<file path="config.mk">
export PLATFORM = sky130hd
export DESIGN_NAME = usart_tx
export DESIGN_NICKNAME = d
export VERILOG_FILES = /design/src/rtl/usart_tx_pkg.sv /design/src/rtl/usart_tx_frame.sv /design/src/rtl/usart_tx_timer.sv /design/src/rtl/usart_tx_hold.sv /design/src/rtl/usart_tx.sv
export SDC_FILE = /design/constraint.sdc
export NUM_CORES = 1
export LEC_CHECK = 0
export BUFFER_PORTS_ARGS = -buffer_cell sky130_fd_sc_hd__buf_4
export CORE_UTILIZATION = 35
export DETAILED_ROUTE_END_ITERATION = 7
export PLACE_DENSITY = 0.49
export SLEW_MARGIN = 40
export SYNTH_ARGS = -nofsm -noshare
export SYNTH_HDL_FRONTEND = slang
export SYNTH_SLANG_ARGS = --single-unit
export TNS_END_PERCENT = 5
</file>
<file path="constraint.sdc">
create_clock -name clk -period 4.5 [get_ports clk]
set_input_delay 0.9 -clock clk [delete_from_list [all_inputs] [get_ports clk]]
set_output_delay 0.9 -clock clk [all_outputs]
set_load 0.03 [all_outputs]
</file>
<file path="src/rtl/usart_tx_pkg.sv">
package usart_tx_pkg;
  localparam int WORD_W  = 8;
  localparam int FRAME_W = WORD_W + 4;
  localparam int SLOT_CW = $clog2(FRAME_W + 1);

  typedef enum logic [1:0] {
    FMT_SYNC   = 2'b00,
    FMT_STOP1  = 2'b01,
    FMT_STOP15 = 2'b10,
    FMT_STOP2  = 2'b11
  } fmt_e;

  typedef struct packed {
    logic [1:0] wlen;
    fmt_e       fmt;
    logic       par_en;
    logic       even;
    logic       div16;
  } cfg_t;
endpackage

</file>
<file path="src/rtl/usart_tx_frame.sv">
module usart_tx_frame
  import usart_tx_pkg::*;
(
  input  logic [WORD_W-1:0]  word,
  input  logic               is_fill,
  input  cfg_t               cfg,
  output logic [FRAME_W-1:0] frame,
  output logic [SLOT_CW-1:0] nslots,
  output logic               short_last
);
  localparam int IW = $clog2(WORD_W);

  logic               async_f;
  logic [SLOT_CW-1:0] base, nbits, stops;
  logic [WORD_W-1:0]  dmask, dval;
  logic               par_calc, par_bit;

  assign async_f  = (cfg.fmt != FMT_SYNC);
  assign base     = async_f ? SLOT_CW'(1) : '0;
  assign nbits    = SLOT_CW'(WORD_W) - SLOT_CW'(cfg.wlen);
  assign stops    = !async_f ? '0 : (cfg.fmt == FMT_STOP1) ? SLOT_CW'(1) : SLOT_CW'(2);

  always_comb begin
    for (int i = 0; i < WORD_W; i++) dmask[i] = (i < int'(nbits));
  end

  assign dval     = word & dmask;
  assign par_calc = cfg.even ? ^dval : ~^dval;
  assign par_bit  = (is_fill && nbits != SLOT_CW'(WORD_W)) ? word[nbits[IW-1:0]] : par_calc;

  always_comb begin
    frame = '1;
    if (async_f) frame[0] = 1'b0;
    for (int i = 0; i < WORD_W; i++) begin
      if (i < int'(nbits)) frame[SLOT_CW'(i) + base] = dval[i];
    end
    if (cfg.par_en) frame[nbits + base] = par_bit;
  end

  assign nslots     = base + nbits + SLOT_CW'(cfg.par_en) + stops;
  assign short_last = cfg.div16 && (cfg.fmt == FMT_STOP15);
endmodule

</file>
<file path="src/rtl/usart_tx_timer.sv">
module usart_tx_timer #(
  parameter int DIV = 16
) (
  input  logic clk,
  input  logic rst_n,
  input  logic tick,
  input  logic run,
  input  logic restart,
  input  logic div16,
  input  logic short_slot,
  output logic slot_end
);
  localparam int CW   = $clog2(DIV);
  localparam int HALF = DIV / 2;

  logic [CW-1:0] cnt_q, cnt_d, limit;

  assign limit    = !div16 ? '0 : short_slot ? CW'(HALF - 1) : CW'(DIV - 1);
  assign slot_end = run && tick && (cnt_q == limit);

  always_comb begin
    cnt_d = cnt_q;
    if (restart)          cnt_d = '0;
    else if (run && tick) cnt_d = slot_end ? '0 : cnt_q + CW'(1);
  end

  always_ff @(posedge clk or negedge rst_n) begin
    if (!rst_n) cnt_q <= '0;
    else        cnt_q <= cnt_d;
  end


  cnt_limit_chk: assert property (@(posedge clk) disable iff (!rst_n)
    run |-> (cnt_q <= limit));

  x1_no_count_chk: assert property (@(posedge clk) disable iff (!rst_n)
    (run && !div16 && !restart) |=> (cnt_q == '0));
endmodule

</file>
<file path="src/rtl/usart_tx_hold.sv">
module usart_tx_hold
  import usart_tx_pkg::*;
(
  input  logic              clk,
  input  logic              rst_n,
  input  logic              ld_valid,
  input  logic [WORD_W-1:0] ld_data,
  input  logic              take,
  output logic              full,
  output logic [WORD_W-1:0] data
);
  logic              full_d;
  logic [WORD_W-1:0] data_d;

  always_comb begin
    full_d = full;
    data_d = data;
    if (take) full_d = 1'b0;
    else if (ld_valid && !full) begin
      full_d = 1'b1;
      data_d = ld_data;
    end
  end

  always_ff @(posedge clk or negedge rst_n) begin
    if (!rst_n) begin
      full <= 1'b0;
      data <= '0;
    end else begin
      full <= full_d;
      data <= data_d;
    end
  end


  take_only_full_chk: assert property (@(posedge clk) disable iff (!rst_n)
    take |-> full);

  take_empties_chk: assert property (@(posedge clk) disable iff (!rst_n)
    take |=> !full);
endmodule

</file>
<file path="src/rtl/usart_tx.sv">
module usart_tx
  import usart_tx_pkg::*;
#(
  parameter int DIV = 16
) (
  input  logic              clk,
  input  logic              rst_n,
  input  logic              tick,
  input  logic [1:0]        cfg_wlen,
  input  logic [1:0]        cfg_fmt,
  input  logic              cfg_par_en,
  input  logic              cfg_even,
  input  logic              cfg_div16,
  input  logic [WORD_W-1:0] fill_char,
  input  logic              ld_valid,
  input  logic [WORD_W-1:0] ld_data,
  output logic              ld_ready,
  output logic              txd,
  output logic              underrun
);
  cfg_t cfg;
  assign cfg = '{wlen: cfg_wlen, fmt: fmt_e'(cfg_fmt), par_en: cfg_par_en,
                 even: cfg_even, div16: cfg_div16};

  logic               hold_full, take;
  logic [WORD_W-1:0]  hold_data;
  logic [FRAME_W-1:0] frame;
  logic [SLOT_CW-1:0] nslots;
  logic               short_last, slot_end;
  logic               boundary, start_data, start_fill, start;

  logic               active_q, active_d, under_q, under_d;
  logic               div_q, div_d, short_q, short_d;
  logic [FRAME_W-1:0] shreg_q, shreg_d;
  logic [SLOT_CW-1:0] left_q, left_d;

  usart_tx_hold u_hold (
    .clk(clk), .rst_n(rst_n), .ld_valid(ld_valid), .ld_data(ld_data),
    .take(take), .full(hold_full), .data(hold_data)
  );

  usart_tx_frame u_frame (
    .word(hold_full ? hold_data : fill_char), .is_fill(!hold_full), .cfg(cfg),
    .frame(frame), .nslots(nslots), .short_last(short_last)
  );

  usart_tx_timer #(.DIV(DIV)) u_timer (
    .clk(clk), .rst_n(rst_n), .tick(tick), .run(active_q), .restart(start),
    .div16(div_q), .short_slot(short_q && left_q == SLOT_CW'(1)), .slot_end(slot_end)
  );

  assign boundary   = tick && (!active_q || (slot_end && left_q == SLOT_CW'(1)));
  assign start_data = boundary && hold_full;
  assign start_fill = boundary && !hold_full && active_q && (cfg.fmt == FMT_SYNC);
  assign start      = start_data || start_fill;
  assign take       = start_data;

  always_comb begin
    active_d = active_q;
    under_d  = under_q;
    div_d    = div_q;
    short_d  = short_q;
    shreg_d  = shreg_q;
    left_d   = left_q;
    if (start) begin
      active_d = 1'b1;
      under_d  = start_fill;
      div_d    = cfg.div16;
      short_d  = short_last;
      shreg_d  = frame;
      left_d   = nslots;
    end else if (boundary && active_q) begin
      active_d = 1'b0;
      under_d  = 1'b1;
    end else if (slot_end) begin
      shreg_d  = {1'b1, shreg_q[FRAME_W-1:1]};
      left_d   = left_q - SLOT_CW'(1);
    end
  end

  always_ff @(posedge clk or negedge rst_n) begin
    if (!rst_n) begin
      active_q <= 1'b0;
      under_q  <= 1'b0;
      div_q    <= 1'b0;
      short_q  <= 1'b0;
      shreg_q  <= '1;
      left_q   <= '0;
    end else begin
      active_q <= active_d;
      under_q  <= under_d;
      div_q    <= div_d;
      short_q  <= short_d;
      shreg_q  <= shreg_d;
      left_q   <= left_d;
    end
  end

  assign txd      = active_q ? shreg_q[0] : 1'b1;
  assign ld_ready = !hold_full;
  assign underrun = under_q;


  async_start_bit_chk: assert property (@(posedge clk) disable iff (!rst_n)
    (start && cfg.fmt != FMT_SYNC) |=> !txd);

  mark_on_underrun_chk: assert property (@(posedge clk) disable iff (!rst_n)
    (boundary && active_q && !hold_full && cfg.fmt != FMT_SYNC) |=> (txd && underrun));

  sync_fill_chk: assert property (@(posedge clk) disable iff (!rst_n)
    (boundary && active_q && !hold_full && cfg.fmt == FMT_SYNC) |=> (active_q && underrun));

  back_to_back_chk: assert property (@(posedge clk) disable iff (!rst_n)
    (boundary && active_q && hold_full) |=> (active_q && !underrun));

  freeze_chk: assert property (@(posedge clk) disable iff (!rst_n)
    !tick |=> ($stable(txd) && $stable(underrun)));
endmodule

</file>
==> qor.csv <==
stage;metric;value;unit
run_status;outcome;finished clean;
timing;hold slack final;469;ps
synth;top post-synthesis cells by count;32 x nand2_1, 21 x dfrtp_1, 17 x nor2_1, 14 x nand3_1;
floorplan;Die Wd;85.6;µm
global_route;gr usage total;17.9;%
final_layout;Final Cell Area;2780;µm²
flow_run;max_cap viols;0;
synth;Post-synth ARST share;100;%
worst_setup_path;crit-path leading delay family;adder cells;
floorplan;I/O Pins;30;
final_layout;Sequential cell area;841;µm²
worst_setup_path;crit path max fanout;12;
worst_setup_path;Top cell by count, worst path;inv_1;
final_layout;filler instances;692;
worst_setup_path;Cell Chain, Critical Path;buf_4 > nor2_1 > buf_4 > inv_1 > ha_1 > inv_1 > fa_1 > inv_1 > nand2_1 > nor2_1 > a221o_1 > a221o_1 > o211ai_1;
synth;cell area after synthesis;2450;µm²
floorplan;die height;85.6;µm
global_route;gr ovfl total;0;
timing;fmax;338;MHz
route;DRT iter0 DRCs;109;
route;M1 WL;3000;µm
final_layout;Final Non-Filler Cells;368;
clocking;H-tree depth;2;
worst_setup_path;FF-to-FF Start;u_hold.full;
synth;compound-gate portion of the synthesized area;16.8;%
timing;setup_tns;0;ps
synth;adder-cell share of the synthesized area;6.55;%
global_route;largest net degree at the start of global routing;34;
pwr;VDD IR max;334;µV
synth;Post-Syn Nets;301;
timing;Final setup viols;0;
final_layout;share of layout cells above drive strength 1;24.7;%
clocking;Hold-fix buffers, CTS;0;
synth;post-synthesis register bit count;33;
worst_setup_path;Reg2Reg Depth;7;
pwr;Pwr Total;1.72;mW
route;DR WL/cell;16.5;µm
synth;top-count cell post-synth;nand2_1;
final_layout;Nets;325;
worst_setup_path;Setup crit end kind;flop;
worst_setup_path;CP endpoint;shreg_q[7];
global_route;initial antenna violation count;0;
timing;fin crit period;2960;ps
global_route;first-pass GRT wire length;10200;µm
floorplan;Core ar.;6760;µm²
floorplan;# rows;30;
worst_setup_path;Req. time, crit path;4710;ps
route;antenna viol nets, final;0;
synth;Synth cell types;56;
floorplan;Die ar.;7330;µm²
final_layout;# diodes;0;
route;drt first pass iters;4;
clocking;Worst-path clk slew;80;ps
worst_setup_path;R2R Setup Slk;1770;ps
synth;top cells by area, synth;dfrtp_1 21%, dfstp_2 13%, mux2_2 5.1%;
timing;Final Max Slew Viols;0;
route;final wirelength;6070;µm
route;highest metal used;met4;
route;vias per cell;5.58;
placement;Inst Count DP;360;
synth;Ys Warns;0;
synth;post-synthesis mux area share;11.9;%
timing;Clock Skew;9.12;ps
worst_setup_path;Worst Setup Path Type;in2reg;
clocking;TritonCTS Buffers;5;
placement;dpl hpwl;4370;µm
hold_path;Hold Crit Class;reg2reg;
worst_setup_path;WP depth;13;
route;Met3 Wirelength;184;µm
final_layout;synth-to-layout area growth;13.8;%
worst_setup_path;Setup crit start;cfg_fmt[1];
synth;Synth Area in Simple Gates;21.8;%
worst_setup_path;CP startpoint kind;input port;
synth;xor/xnor share of the synthesized area;3.22;%
clocking;Clock Sinks;33;
floorplan;starting density of the core;36.2;%
synth;Yosys top cell by area;dfrtp_1;
worst_setup_path;Worst path max stage delay;570;ps
placement;PortBufs;29;
synth;post-synth top area share;21.5;%
pwr;leakage;1.18;nW
timing;RSZ-0062 raised after global routing;false;
global_route;vias in the first global route;2086;
clocking;Clock Path Buffers;2;
timing;fin crit share;65.8;%
synth;Seq/Total Area, Yosys;34.4;%
synth;largest family of logic cells by synthesized area;simple AND/OR/NAND/NOR gates;
clocking;CTS tree;done;
clocking;# resized after CTS;0;
placement;dpl cell area;2700;µm²
timing;Relative slew margins;50.0;%
route;Met2 Routed Length;2820;µm
timing;Final Hold Fails;0;
worst_setup_path;worst flop-to-flop path endpoint;shreg_q[8];
synth;Top FF cell, synth;dfrtp_1;
worst_setup_path;WP data arrival;3180;ps
timing;Worst Tran Pin Value;729;ps
placement;Placer Congestion;0.796;
pwr;Power Dens Cells;618;nW/µm²
worst_setup_path;Critical Path Slowest Stage Cell;fa_1;
route;DRC;0;
final_layout;area taken by multi-input logic gates;1480;µm²
synth;Post-Syn Instances;263;
worst_setup_path;Worst Path Buf+Inv;5;
synth;Post-synth EDFFs;0;
synth;post-synthesis area per instance;9.30;µm²
clocking;worst skew pair latency;300;ps
clocking;post-CTS setup repair buffer count;0;
clocking;CTS root buffer;clkbuf_8;
route;DR vias;2053;
per-stage QoR:
step	utilization [%]	setup WS, ps
3_5_place_dp	39.9	1220
3_3_place_gp	39.9	1290
6_report	41.2	1540
4_1_cts	41.1	1530
2_1_floorplan	-	1710
5_1_grt	41.2	1340
power by group:
part           switching (mW)  total (mW)  internal, mW  leakage (nW)
logic                   0.476       0.874         0.398         0.752
clock network           0.123       0.231         0.107        0.0450
registers               0.140       0.614         0.474         0.379
cells in the final DEF, fill, tap and decap left out, types with 2 or more instances in the layout:
| master | instances |
|---|---|
| xor2_1 | 3 |
| clkinv_2 | 2 |
| a211oi_1 | 3 |
| nor2_1 | 16 |
| nand4b_1 | 3 |
| dfstp_2 | 12 |
| o221ai_1 | 2 |
| buf_4 | 31 |
| o211ai_1 | 4 |
| inv_1 | 13 |
| mux4_2 | 3 |
| dfrtp_1 | 21 |
| fa_1 | 3 |
| nand3_1 | 14 |
| clkbuf_8 | 5 |
| o22a_1 | 2 |
| nand2_1 | 32 |
| and2_1 | 5 |
| a21o_1 | 2 |
| a22oi_1 | 6 |
| o31ai_1 | 2 |
| nor2b_1 | 5 |
| ha_1 | 8 |
| nand2b_1 | 2 |
| xnor2_1 | 6 |
| a21oi_1 | 10 |
| or4_1 | 2 |
| and3_1 | 3 |
| a31oi_1 | 2 |
| a221o_1 | 2 |
| o21ai_0 | 13 |
| mux2_2 | 11 |
| nor3_1 | 8 |
| mux2i_1 | 10 |
worst min-delay path: stages, from the launching register on:
cell and delay, ps:
dfstp_2 370, nand3_1 50, nand2_1 50
worst min path at each step:
| stage | startpoint | slack [ps] | to | depth (start not counted) |
|---|---|---|---|---|
| 3_3_place_gp | shreg_q[2] | 450 | shreg_q[2] | 2 |
| 2_1_floorplan | shreg_q[2] | 450 | shreg_q[2] | 2 |
| 3_5_place_dp | shreg_q[3] | 460 | shreg_q[3] | 2 |
| 4_1_cts | shreg_q[3] | 470 | shreg_q[3] | 2 |
| 5_1_grt | shreg_q[3] | 480 | shreg_q[3] | 2 |
| 6_report | shreg_q[3] | 470 | shreg_q[3] | 2 |
area by class of cell:
type,count,area share (%)
multi-input combinational,203,53.1
sequential,33,30.2
timing repair buffer,31,8.36
tap,80,3.60
clock buffer,6,2.61
inverter,13,1.75
clock inverter,2,0.360
registers in the layout, indices dropped and copies added, names as in the netlist:
| signal | flops |
|---|---|
| u_timer.cnt_q | 4 |
| short_q | 1 |
| underrun | 1 |
| u_hold.data | 8 |
| u_hold.full | 1 |
| active_q | 1 |
| div_q | 1 |
| left_q | 4 |
| shreg_q | 12 |
metal layers:
layer,GRT usage (%),vias to the layer above
met5,0,-
met2,31.0,37
met1,23.0,1004
met4,5.00,0
met3,3.08,6
li1,-,1006
logic make-up after synthesis:
family | after synthesis
buffers and inverters | 27
XOR/XNOR | 9
flip-flops | 33
AND/OR/NAND/NOR | 102
adder cells (fa/ha/maj) | 11
multiplexers | 24
AO/OA/AOI/OAI | 57
Note: power is estimated with default switching activity, not from simulation.
